`config.mk`:
```
export PLATFORM = sky130hd
export DESIGN_NAME = irq_flag_ctrl
export DESIGN_NICKNAME = d
export VERILOG_FILES = /design/src/rtl/irqc_pkg.sv /design/src/rtl/irqc_edge.sv /design/src/rtl/irqc_flags.sv /design/src/rtl/irqc_arb.sv /design/src/rtl/irq_flag_ctrl.sv
export SDC_FILE = /design/constraint.sdc
export NUM_CORES = 1
export LEC_CHECK = 0
export BUFFER_PORTS_ARGS = -buffer_cell sky130_fd_sc_hd__buf_4
export CORE_ASPECT_RATIO = 0.5
export CORE_UTILIZATION = 32
export DETAILED_ROUTE_END_ITERATION = 8
export GPL_ROUTABILITY_DRIVEN = 0
export PLACE_DENSITY_LB_ADDON = 0.3
export SLEW_MARGIN = 40
export SYNTH_ARGS = -nofsm -noshare
export SYNTH_HDL_FRONTEND = slang
export SYNTH_HIERARCHICAL = 1
export SYNTH_SLANG_ARGS = --single-unit
```
`constraint.sdc`:
```
create_clock -name clk -period 2.2 [get_ports clk]
set_clock_uncertainty 0.1 [all_clocks]
set_input_delay 0.11 -clock clk [delete_from_list [all_inputs] [get_ports clk]]
set_output_delay 0.11 -clock clk [all_outputs]
set_load 0.005 [all_outputs]
```
`src/rtl/irqc_pkg.sv`:
```
package irqc_pkg;

    localparam int N_SRC   = 10;
    localparam int N_VEC   = 7;
    localparam int VEC_W   = $clog2(N_VEC);
    localparam int SEL_W   = $clog2(N_SRC);
    localparam int SEL_SPAN = 1 << SEL_W;
    localparam int NIB_W   = 4;
    localparam int N_GRP   = (N_SRC + NIB_W - 1) / NIB_W;
    localparam int GRP_W   = $clog2(N_GRP);
    localparam int PAD_W   = N_GRP * NIB_W;

    // the pair of sources sharing one vector
    localparam int SH_A    = 2;
    localparam int SH_B    = 3;
    localparam int SH_VEC  = 2;

    typedef enum logic [2:0] {
        OP_IDLE = 3'd0,
        OP_SETR = 3'd1,
        OP_CLRR = 3'd2,
        OP_TCLR = 3'd3,
        OP_EI   = 3'd4,
        OP_DI   = 3'd5
    } bit_op_e;

    typedef struct packed {
        logic [N_SRC-1:0] req;
        logic [N_SRC-1:0] en;
    } flags_t;

    // vector slot of a source, -1 for test-only sources
    function automatic int src_vec(input int s);
        if (s < SH_A)       return s;
        else if (s <= SH_B) return SH_VEC;
        else if (s < 8)     return s - 1;
        else                return -1;
    endfunction

    function automatic logic [N_SRC-1:0] vec_srcs(input int v);
        logic [N_SRC-1:0] m;
        m = '0;
        for (int s = 0; s < N_SRC; s++)
            if (src_vec(s) == v) m[s] = 1'b1;
        return m;
    endfunction

    function automatic logic [N_SRC-1:0] vectored_mask();
        logic [N_SRC-1:0] m;
        m = '0;
        for (int s = 0; s < N_SRC; s++)
            if (src_vec(s) >= 0) m[s] = 1'b1;
        return m;
    endfunction

endpackage

```
`src/rtl/irqc_edge.sv`:
```
module irqc_edge #(
    parameter int W = irqc_pkg::N_SRC
) (
    input  logic         clk,
    input  logic         rst_n,
    input  logic [W-1:0] evt,
    output logic [W-1:0] rise
);
    logic [W-1:0] evt_d, evt_q;

    always_comb begin
        evt_d = evt;
        rise  = evt & ~evt_q;
    end

    always_ff @(posedge clk or negedge rst_n) begin
        if (!rst_n) evt_q <= '0;
        else        evt_q <= evt_d;
    end
endmodule

```
`src/rtl/irqc_flags.sv`:
```
module irqc_flags
    import irqc_pkg::*;
(
    input  logic             clk,
    input  logic             rst_n,
    input  logic [N_SRC-1:0] rise,
    input  logic [2:0]       bit_op,
    input  logic [SEL_W-1:0] bit_sel,
    input  logic             nib_we,
    input  logic             nib_bank,
    input  logic [GRP_W-1:0] nib_grp,
    input  logic [NIB_W-1:0] nib_wdata,
    input  logic             ack_valid,
    input  logic [VEC_W-1:0] ack_vec,
    output logic [N_SRC-1:0] req_q,
    output logic [N_SRC-1:0] en_q
);
    flags_t f_d, f_q;
    logic [PAD_W-1:0]    rpad, epad;
    logic [SEL_SPAN-1:0] rsel, esel;
    bit_op_e             op;

    always_comb begin
        op = bit_op_e'(bit_op);
        f_d = f_q;

        // nibble access, padded so the missing bits of the top group drop out
        rpad = PAD_W'(f_q.req);
        epad = PAD_W'(f_q.en);
        if (nib_we) begin
            for (int g = 0; g < N_GRP; g++) begin
                if (nib_grp == GRP_W'(g)) begin
                    if (nib_bank) epad[g*NIB_W +: NIB_W] = nib_wdata;
                    else          rpad[g*NIB_W +: NIB_W] = nib_wdata;
                end
            end
        end

        // single-bit commands, padded so out-of-range selects do nothing
        rsel = SEL_SPAN'(rpad[N_SRC-1:0]);
        esel = SEL_SPAN'(epad[N_SRC-1:0]);
        unique case (op)
            OP_SETR: rsel[bit_sel] = 1'b1;
            OP_CLRR,
            OP_TCLR: rsel[bit_sel] = 1'b0;
            OP_EI:   esel[bit_sel] = 1'b1;
            OP_DI:   esel[bit_sel] = 1'b0;
            default: ;
        endcase
        f_d.req = rsel[N_SRC-1:0];
        f_d.en  = esel[N_SRC-1:0];

        // auto-clear on acknowledge
        if (ack_valid) begin
            if (int'(ack_vec) == SH_VEC) begin
                if (f_q.en[SH_A] && !f_q.en[SH_B]) f_d.req[SH_A] = 1'b0;
                if (f_q.en[SH_B] && !f_q.en[SH_A]) f_d.req[SH_B] = 1'b0;
            end else begin
                for (int s = 0; s < N_SRC; s++)
                    if (src_vec(s) == int'(ack_vec)) f_d.req[s] = 1'b0;
            end
        end

        // hardware events are applied last so they are never lost
        f_d.req = f_d.req | rise;
    end

    always_ff @(posedge clk or negedge rst_n) begin
        if (!rst_n) f_q <= '0;
        else        f_q <= f_d;
    end

    assign req_q = f_q.req;
    assign en_q  = f_q.en;
endmodule

```
`src/rtl/irqc_arb.sv`:
```
module irqc_arb
    import irqc_pkg::*;
(
    input  logic [N_SRC-1:0] vrq,
    output logic             int_req,
    output logic [VEC_W-1:0] int_vec
);
    logic [N_VEC-1:0] pend;

    for (genvar v = 0; v < N_VEC; v++) begin : g_pend
        assign pend[v] = |(vrq & vec_srcs(v));
    end

    always_comb begin
        int_req = |pend;
        int_vec = '0;
        for (int v = N_VEC - 1; v >= 0; v--)
            if (pend[v]) int_vec = VEC_W'(v);
    end
endmodule

```
`src/rtl/irq_flag_ctrl.sv`:
```
module irq_flag_ctrl
    import irqc_pkg::*;
(
    input  logic             clk,
    input  logic             rst_n,
    input  logic [N_SRC-1:0] hw_evt,
    input  logic [2:0]       bit_op,
    input  logic [SEL_W-1:0] bit_sel,
    output logic             bit_rdata,
    input  logic             nib_we,
    input  logic             nib_bank,
    input  logic [GRP_W-1:0] nib_grp,
    input  logic [NIB_W-1:0] nib_wdata,
    output logic [NIB_W-1:0] nib_rdata,
    input  logic             ack_valid,
    input  logic [VEC_W-1:0] ack_vec,
    output logic [N_SRC-1:0] vrq,
    output logic             int_req,
    output logic [VEC_W-1:0] int_vec,
    output logic             wake
);
    localparam logic [N_SRC-1:0] VEC_MASK = vectored_mask();

    logic [N_SRC-1:0]    evt_rise;
    logic [N_SRC-1:0]    req_q, en_q;
    logic [SEL_SPAN-1:0] req_wide;
    logic [PAD_W-1:0]    rd_pad;

    irqc_edge #(.W(N_SRC)) i_edge (
        .clk  (clk),
        .rst_n(rst_n),
        .evt  (hw_evt),
        .rise (evt_rise)
    );

    irqc_flags i_flags (
        .clk      (clk),
        .rst_n    (rst_n),
        .rise     (evt_rise),
        .bit_op   (bit_op),
        .bit_sel  (bit_sel),
        .nib_we   (nib_we),
        .nib_bank (nib_bank),
        .nib_grp  (nib_grp),
        .nib_wdata(nib_wdata),
        .ack_valid(ack_valid),
        .ack_vec  (ack_vec),
        .req_q    (req_q),
        .en_q     (en_q)
    );

    assign vrq  = req_q & en_q & VEC_MASK;
    assign wake = |(req_q & en_q);

    irqc_arb i_arb (
        .vrq    (vrq),
        .int_req(int_req),
        .int_vec(int_vec)
    );

    always_comb begin
        req_wide  = SEL_SPAN'(req_q);
        bit_rdata = req_wide[bit_sel];
        rd_pad    = nib_bank ? PAD_W'(en_q) : PAD_W'(req_q);
        nib_rdata = '0;
        for (int g = 0; g < N_GRP; g++)
            if (nib_grp == GRP_W'(g)) nib_rdata = rd_pad[g*NIB_W +: NIB_W];
    end
endmodule

```
# ---- Word level (Yosys, flattened, before mapping)
# Cells that the tools add are included.
dict set report word_totals {
  input_bits 31
  rom_bits 0
  ram_bits 0
  out_inout_bits 20
  latch_bits 0
  word_cells 103
  mem_count 0
  regBits 30
}
dict set report classes {
  shifts 0
  n_mul 0
  order_cmp 2
  div_mod_pow 0
  add_sub_neg 0
  n_bitwise 9
  muxes 63
  eq_ne 16
  reduce_logical 10
}
# cell n
set ops {}
lappend ops {{32-bit two-way mux} 16}
lappend ops {{32-bit by 4-bit equality test with 1-bit output} 8}
lappend ops {{4-bit two-way mux} 11}
lappend ops {{10-bit AND} 4}
lappend ops {{10-bit two-way mux} 4}
lappend ops {{10-bit one-hot mux with 2 select lines} 2}
lappend ops {{10-bit bitwise OR} 3}
lappend ops {{3-bit two-way mux} 7}
lappend ops {{10-bit NOT} 2}
lappend ops {{1-bit two-way mux} 14}
lappend ops {{2-bit two-way mux} 6}
lappend ops {{10-bit OR reduction} 1}
lappend ops {{3-bit equality test (second input constant)} 3}
lappend ops {{8-bit OR reduction} 1}
lappend ops {{3-bit by 2-bit equality test with 1-bit output (second input constant)} 2}
lappend ops {{6-bit two-way mux} 1}
lappend ops {{4-bit by 5-bit less-than comparator with 1-bit output (second input constant)} 1}
lappend ops {{1-bit binary-select mux with 4-bit select} 1}
lappend ops {{1-bit demux with 4-bit select} 1}
lappend ops {{4-bit by 1-bit greater-or-equal comparator with 1-bit output (second input constant)} 1}
lappend ops {{2-bit OR reduction} 2}
lappend ops {{3-bit by 1-bit equality test with 1-bit output (second input constant)} 1}
lappend ops {{1-bit logical AND} 3}
lappend ops {{2-bit by 1-bit equality test with 1-bit output (second input constant)} 1}
lappend ops {{3 further kinds} 4}

# ---- Logic depth before layout (Yosys ltp)
dict set report depth {
  ltp_word 11
  mapped_depth 4
  depth_no_buf 4
}

# ---- Modules after synthesis
# The synthesis kept the hierarchy.
# mod area_each_um2 seq_area_each_um2 cells_each n_inst
set modules_own_cells {}
lappend modules_own_cells {irqc_flags 1456.4 500.5 128 1}
lappend modules_own_cells {irqc_edge 387.9 250.2 20 1}
lappend modules_own_cells {irq_flag_ctrl 361.6 0.0 41 1}
lappend modules_own_cells {irqc_arb 75.1 0.0 13 1}

# ---- Worst setup path before layout
# Ideal clock, no wire load.
dict set report synth_timing {
  kind {reg2out}
  startpoint {reg i_flags.f_q, in the netlist i_flags/en_q[0]}
  endpoint {out wake}
  stages_incl_launch_ff 4
  arrival_time_ps 1562
  n_path_buf 0
  setup_slack_ps 428
  required_time_ps 1990
  path_cell_list {dfrtp_1 > and2_1 > or4_1 > or4_1}
}
dict set report synth_via {
  elab_chain_cells 2
}
# element line_no
set synth_lines {}
lappend synth_lines {{from (decl)} irqc_flags.sv:18} ;# flags_t f_d, f_q;
lappend synth_lines {{from (signal assigned)} irqc_flags.sv:69} ;# if (!rst_n) f_q <= '0;
lappend synth_lines {{from (signal assigned)} irqc_flags.sv:70} ;# else f_q <= f_d;
lappend synth_lines {{10-bit AND} irq_flag_ctrl.sv:53} ;# assign wake = |(req_q & en_q);
lappend synth_lines {{via vrq[0]} irq_flag_ctrl.sv:17} ;# output logic [N_SRC-1:0] vrq,
lappend synth_lines {{10-bit OR reduction} irq_flag_ctrl.sv:53}
lappend synth_lines {{to (decl)} irq_flag_ctrl.sv:20} ;# output logic wake
# The timed path passes the listed nets, and every way through them passes these cells.

# ---- Worst setup path after layout
dict set report layout_timing {
  startpoint {reg i_flags.f_q, in the netlist i_flags/en_q[0]}
  endpoint {out wake}
}
dict set report layout_via {
  elab_chain_cells 2
}
# element line_no
set layout_lines {}
lappend layout_lines {{10-bit AND} irq_flag_ctrl.sv:53}
lappend layout_lines {{10-bit OR reduction} irq_flag_ctrl.sv:53}
# No other way between the ends.

==> results by group <==
Outcome
  • Outcome: finished, final reports clean

Finish
  • Filler Cell Count: 649
  • Multi-input logic area: 1450 µm²
  • Antenna Cells: 0
  • Final core occ: 44.6%
  • Layout cells sized above 1: 39.2%
  • Register Area: 751 µm²
  • Nets@finish: 298
  • P&R area growth vs syn: 32.7%

Timing
  • Final-report hold violation count: 0
  • FMAX: 469 MHz
  • Final Cycle Share: 96.8%
  • Worst slew margin: 53.6%
  • Post-route setup TNS: 0 ns
  • Post-layout min period: 2.13 ns
  • Count of final max-slew check failures: 0
  • RSZ-0062 raised after global routing: false
  • Worst-margin pin slew: 0.692 ns
  • # setup viols final: 0

Hold path
  • Worst Hold Class: primary input to register

Power
  • Clock Power Share: 32.7%
  • Psw: 0.586 mW
  • Peak supply drop: 0.000293 V
  • Sequential share of power: 33.9%
  • Combinational power share: 33.4%
  • Static leakage: 1.34 nW
  • Sw Share: 28.7%
  • Internal power: 1.46 mW
  • PwrDens: 676 nW/µm²

Die
  • Area of the core: 6780 µm²
  • Die Area: 7490 µm²
  • Initial core utilization: 33.6%
  • Num rows: 21
  • Die extent in x: 121 µm
  • Chip height: 61.7 µm
  • Top Ports: 51

Run
  • Max_cap viols: 0

Synthesis
  • Number of enable flip-flop cells after synthesis: 0
  • Mapped Cells: 202
  • Post-synth top area share: 32.9%
  • Post-synth top flop: dfrtp_1
  • Synth area leader: dfrtp_1
  • Unique masters post-synth: 50
  • Synth Cell Area: 2280 µm²
  • Synthesis Warnings: 6
  • FFs w/ async S/R, synth: 100%
  • Commonest cells post-synth: 30 x dfrtp_1, 29 x mux2i_1, 11 x nand2_1, 10 x nor2b_4, 7 x and2_1
  • Syn Area/Cell: 11.3 µm²
  • FF+latch count, synth: 30
  • Sequential fraction of the synthesis area: 32.9%
  • Top cells by area, synth: dfrtp_1 33%, mux2i_1 13%, nor2b_4 6.0%
  • Most common cell in the synthesized netlist: dfrtp_1

Drt
  • Post-route DRC: 0
  • Vias per cell: 5.29
  • Via count: 1904
  • Remaining antenna violation count: 0
  • First DRT Iteration DRCs: 130
  • Avg WL per Cell: 17.1 µm
  • Final wirelength: 6.16 mm
  • 1st-pass router iterations: 5

Clock network
  • CTS sink cnt: 30
  • H-tree levels: 2
  • CTS buffer count: 5
  • CTS Buffer Depth: 2
  • Root buf cell: clkbuf_16
  • Clk slew on worst S/H paths: 0.05 ns
  • Clock Latency Late Sink: 0.27 ns
  • CTS tree: yes

Global route
  • Met3 Usage GRT: 4.65%
  • Global-route wire length before repair: 9.83 mm
  • GRT busiest layer: met2
  • GRT Util Overall: 17.5%
  • Initial antenna violation count: 0
  • Met2 Track Usage GR: 25.8%
  • Pin count of the biggest net entering global routing: 31
  • Global route total overflow: 0
  • Vias in the first global route: 1839
  • Met1 Track Usage GR: 25.2%

Critical path
  • CP Cell Sequence: and2_4, or4_4, or4_1, buf_4
  • Top delay family on crit path: simple AND/OR/NAND/NOR gates
  • Worst path bufs/invs: 1
  • Arrival time at the worst endpoint: 1.92 ns
  • Crit path kind: register to output port
  • Crit. End Element: output port
  • Required @ worst endpoint: 1.99 ns
  • Worst setup SP type: register
  • Critical Path Max Stage Delay: 0.52 ns
  • CP max stage cell: or4_4
  • Crit-path max FO: 6

Placed design
  • IO buf count: 48
  • HPWL Detailed: 4.54 mm
## timing repair
item	CTS	global route
hold endpoints to repair	40	0
pin swaps	0	2
setup endpoints to repair	1	1
resized for setup	5	0
hold buffers	11	0
gates cloned	0	0
setup buffers	8	0
## worst register-to-register path: cells and delay by family, from the launching register on
| kind | cells | cell delay (ns) |
|---|---|---|
| buffers and inverters | 1 | 0.15 |
| AOI/OAI and AO/OA | 2 | 0.49 |
| and+or+nand+nor | 1 | 0.17 |
| DFF | 1 | 0.38 |
## layout by cell type (no fill, tap or decap), drive strengths merged, types with 2 or more instances in the layout
master	count
mux2	6
a21oi	3
nand4b	6
a211o	2
nor2b	16
dlygate4sd3	11
mux4	4
nor2	4
a21bo	4
a22o	2
o21ai	6
a221o	2
nor3	3
inv	5
o211ai	2
nor4b	5
and4bb	7
nor4	2
nand2	11
or4	2
buf	58
clkbuf	7
nand4bb	3
a2bb2oi	4
dfrtp	30
nand2b	6
mux2i	29
and2	8
conb	2
a31oi	5
## routing by layer
layer / wire [µm] / vias up
met5: 0 / -
met4: 48 / 0
met3: 527 / 4
met2: 2580 / 67
met1: 3010 / 932
li1: - / 901
## power groups by stage
stage	registers, mW	clock network [mW]	logic (mW)
floorplan	0.685	0	0.354
global placement	0.706	0	0.599
detailed placement	0.714	0	0.600
CTS	0.691	0.682	0.686
global route	0.702	0.709	0.749
finish	0.693	0.669	0.683
## cell families (layout without fill, tap and decap cells)
| family | count (synthesis) | count (layout) | synth area share [%] |
|---|---|---|---|
| multiplexers | 39 | 39 | 19.8 |
| flip-flops | 30 | 30 | 32.9 |
| AND/OR/NAND/NOR | 78 | 78 | 30.6 |
| AO/OA/AOI/OAI | 37 | 37 | 12.5 |
| buffers and inverters | 17 | 82 | 4.11 |
| other | 1 | 2 | 0.164 |
## sequential cells by signal, summed over array words and instances (netlist names)
name	count
i_edge/evt_q	10
i_flags/en_q	10
i_flags/req_q	10
## path summary, 6_finish.rpt
path | start | to | slack (ns) | cells after the start
setup / recovery | i_flags/en_q[0]$_DFF_PN0_ | wake | 0.07 | 4
hold / removal | bit_op[0] | i_flags/en_q[6]$_DFF_PN0_ | 0.02 | 2
setup reg to reg | i_flags/en_q[3]$_DFF_PN0_ | i_flags/req_q[2]$_DFF_PN0_ | 0.79 | 4
hold reg to reg | i_edge/evt_q[7]$_DFF_PN0_ | i_flags/req_q[7]$_DFF_PN0_ | 0.49 | 3
max in group asynchronous | rst_n | i_edge/evt_q[8]$_DFF_PN0_ | 1.48 | 2
min in group asynchronous | rst_n | i_flags/req_q[9]$_DFF_PN0_ | 0.22 | 2
## metrics by stage
stage	area, µm²	hold slack, ns	total power [mW]	cells	setup slack [ns]
detailed placement	2700	-0.0350	1.31	333	0.201
finish	3030	0.0221	2.05	360	0.0696
floorplan	2280	-0.286	1.04	203	0.428
CTS	3030	0.0253	2.06	360	0.00590
global placement	2700	-0.0418	1.30	333	0.240
global route	3030	0.0351	2.16	360	0.0224
## layout make-up
cell class | count | area share [%]
multi-input combinational | 156 | 47.9
sequential | 30 | 24.8
timing repair buffer | 69 | 18.0
clock buffer | 7 | 4.71
tap | 92 | 3.80
inverter | 5 | 0.620
clock inverter | 1 | 0.165
Note: power is estimated with default switching activity, not from simulation.
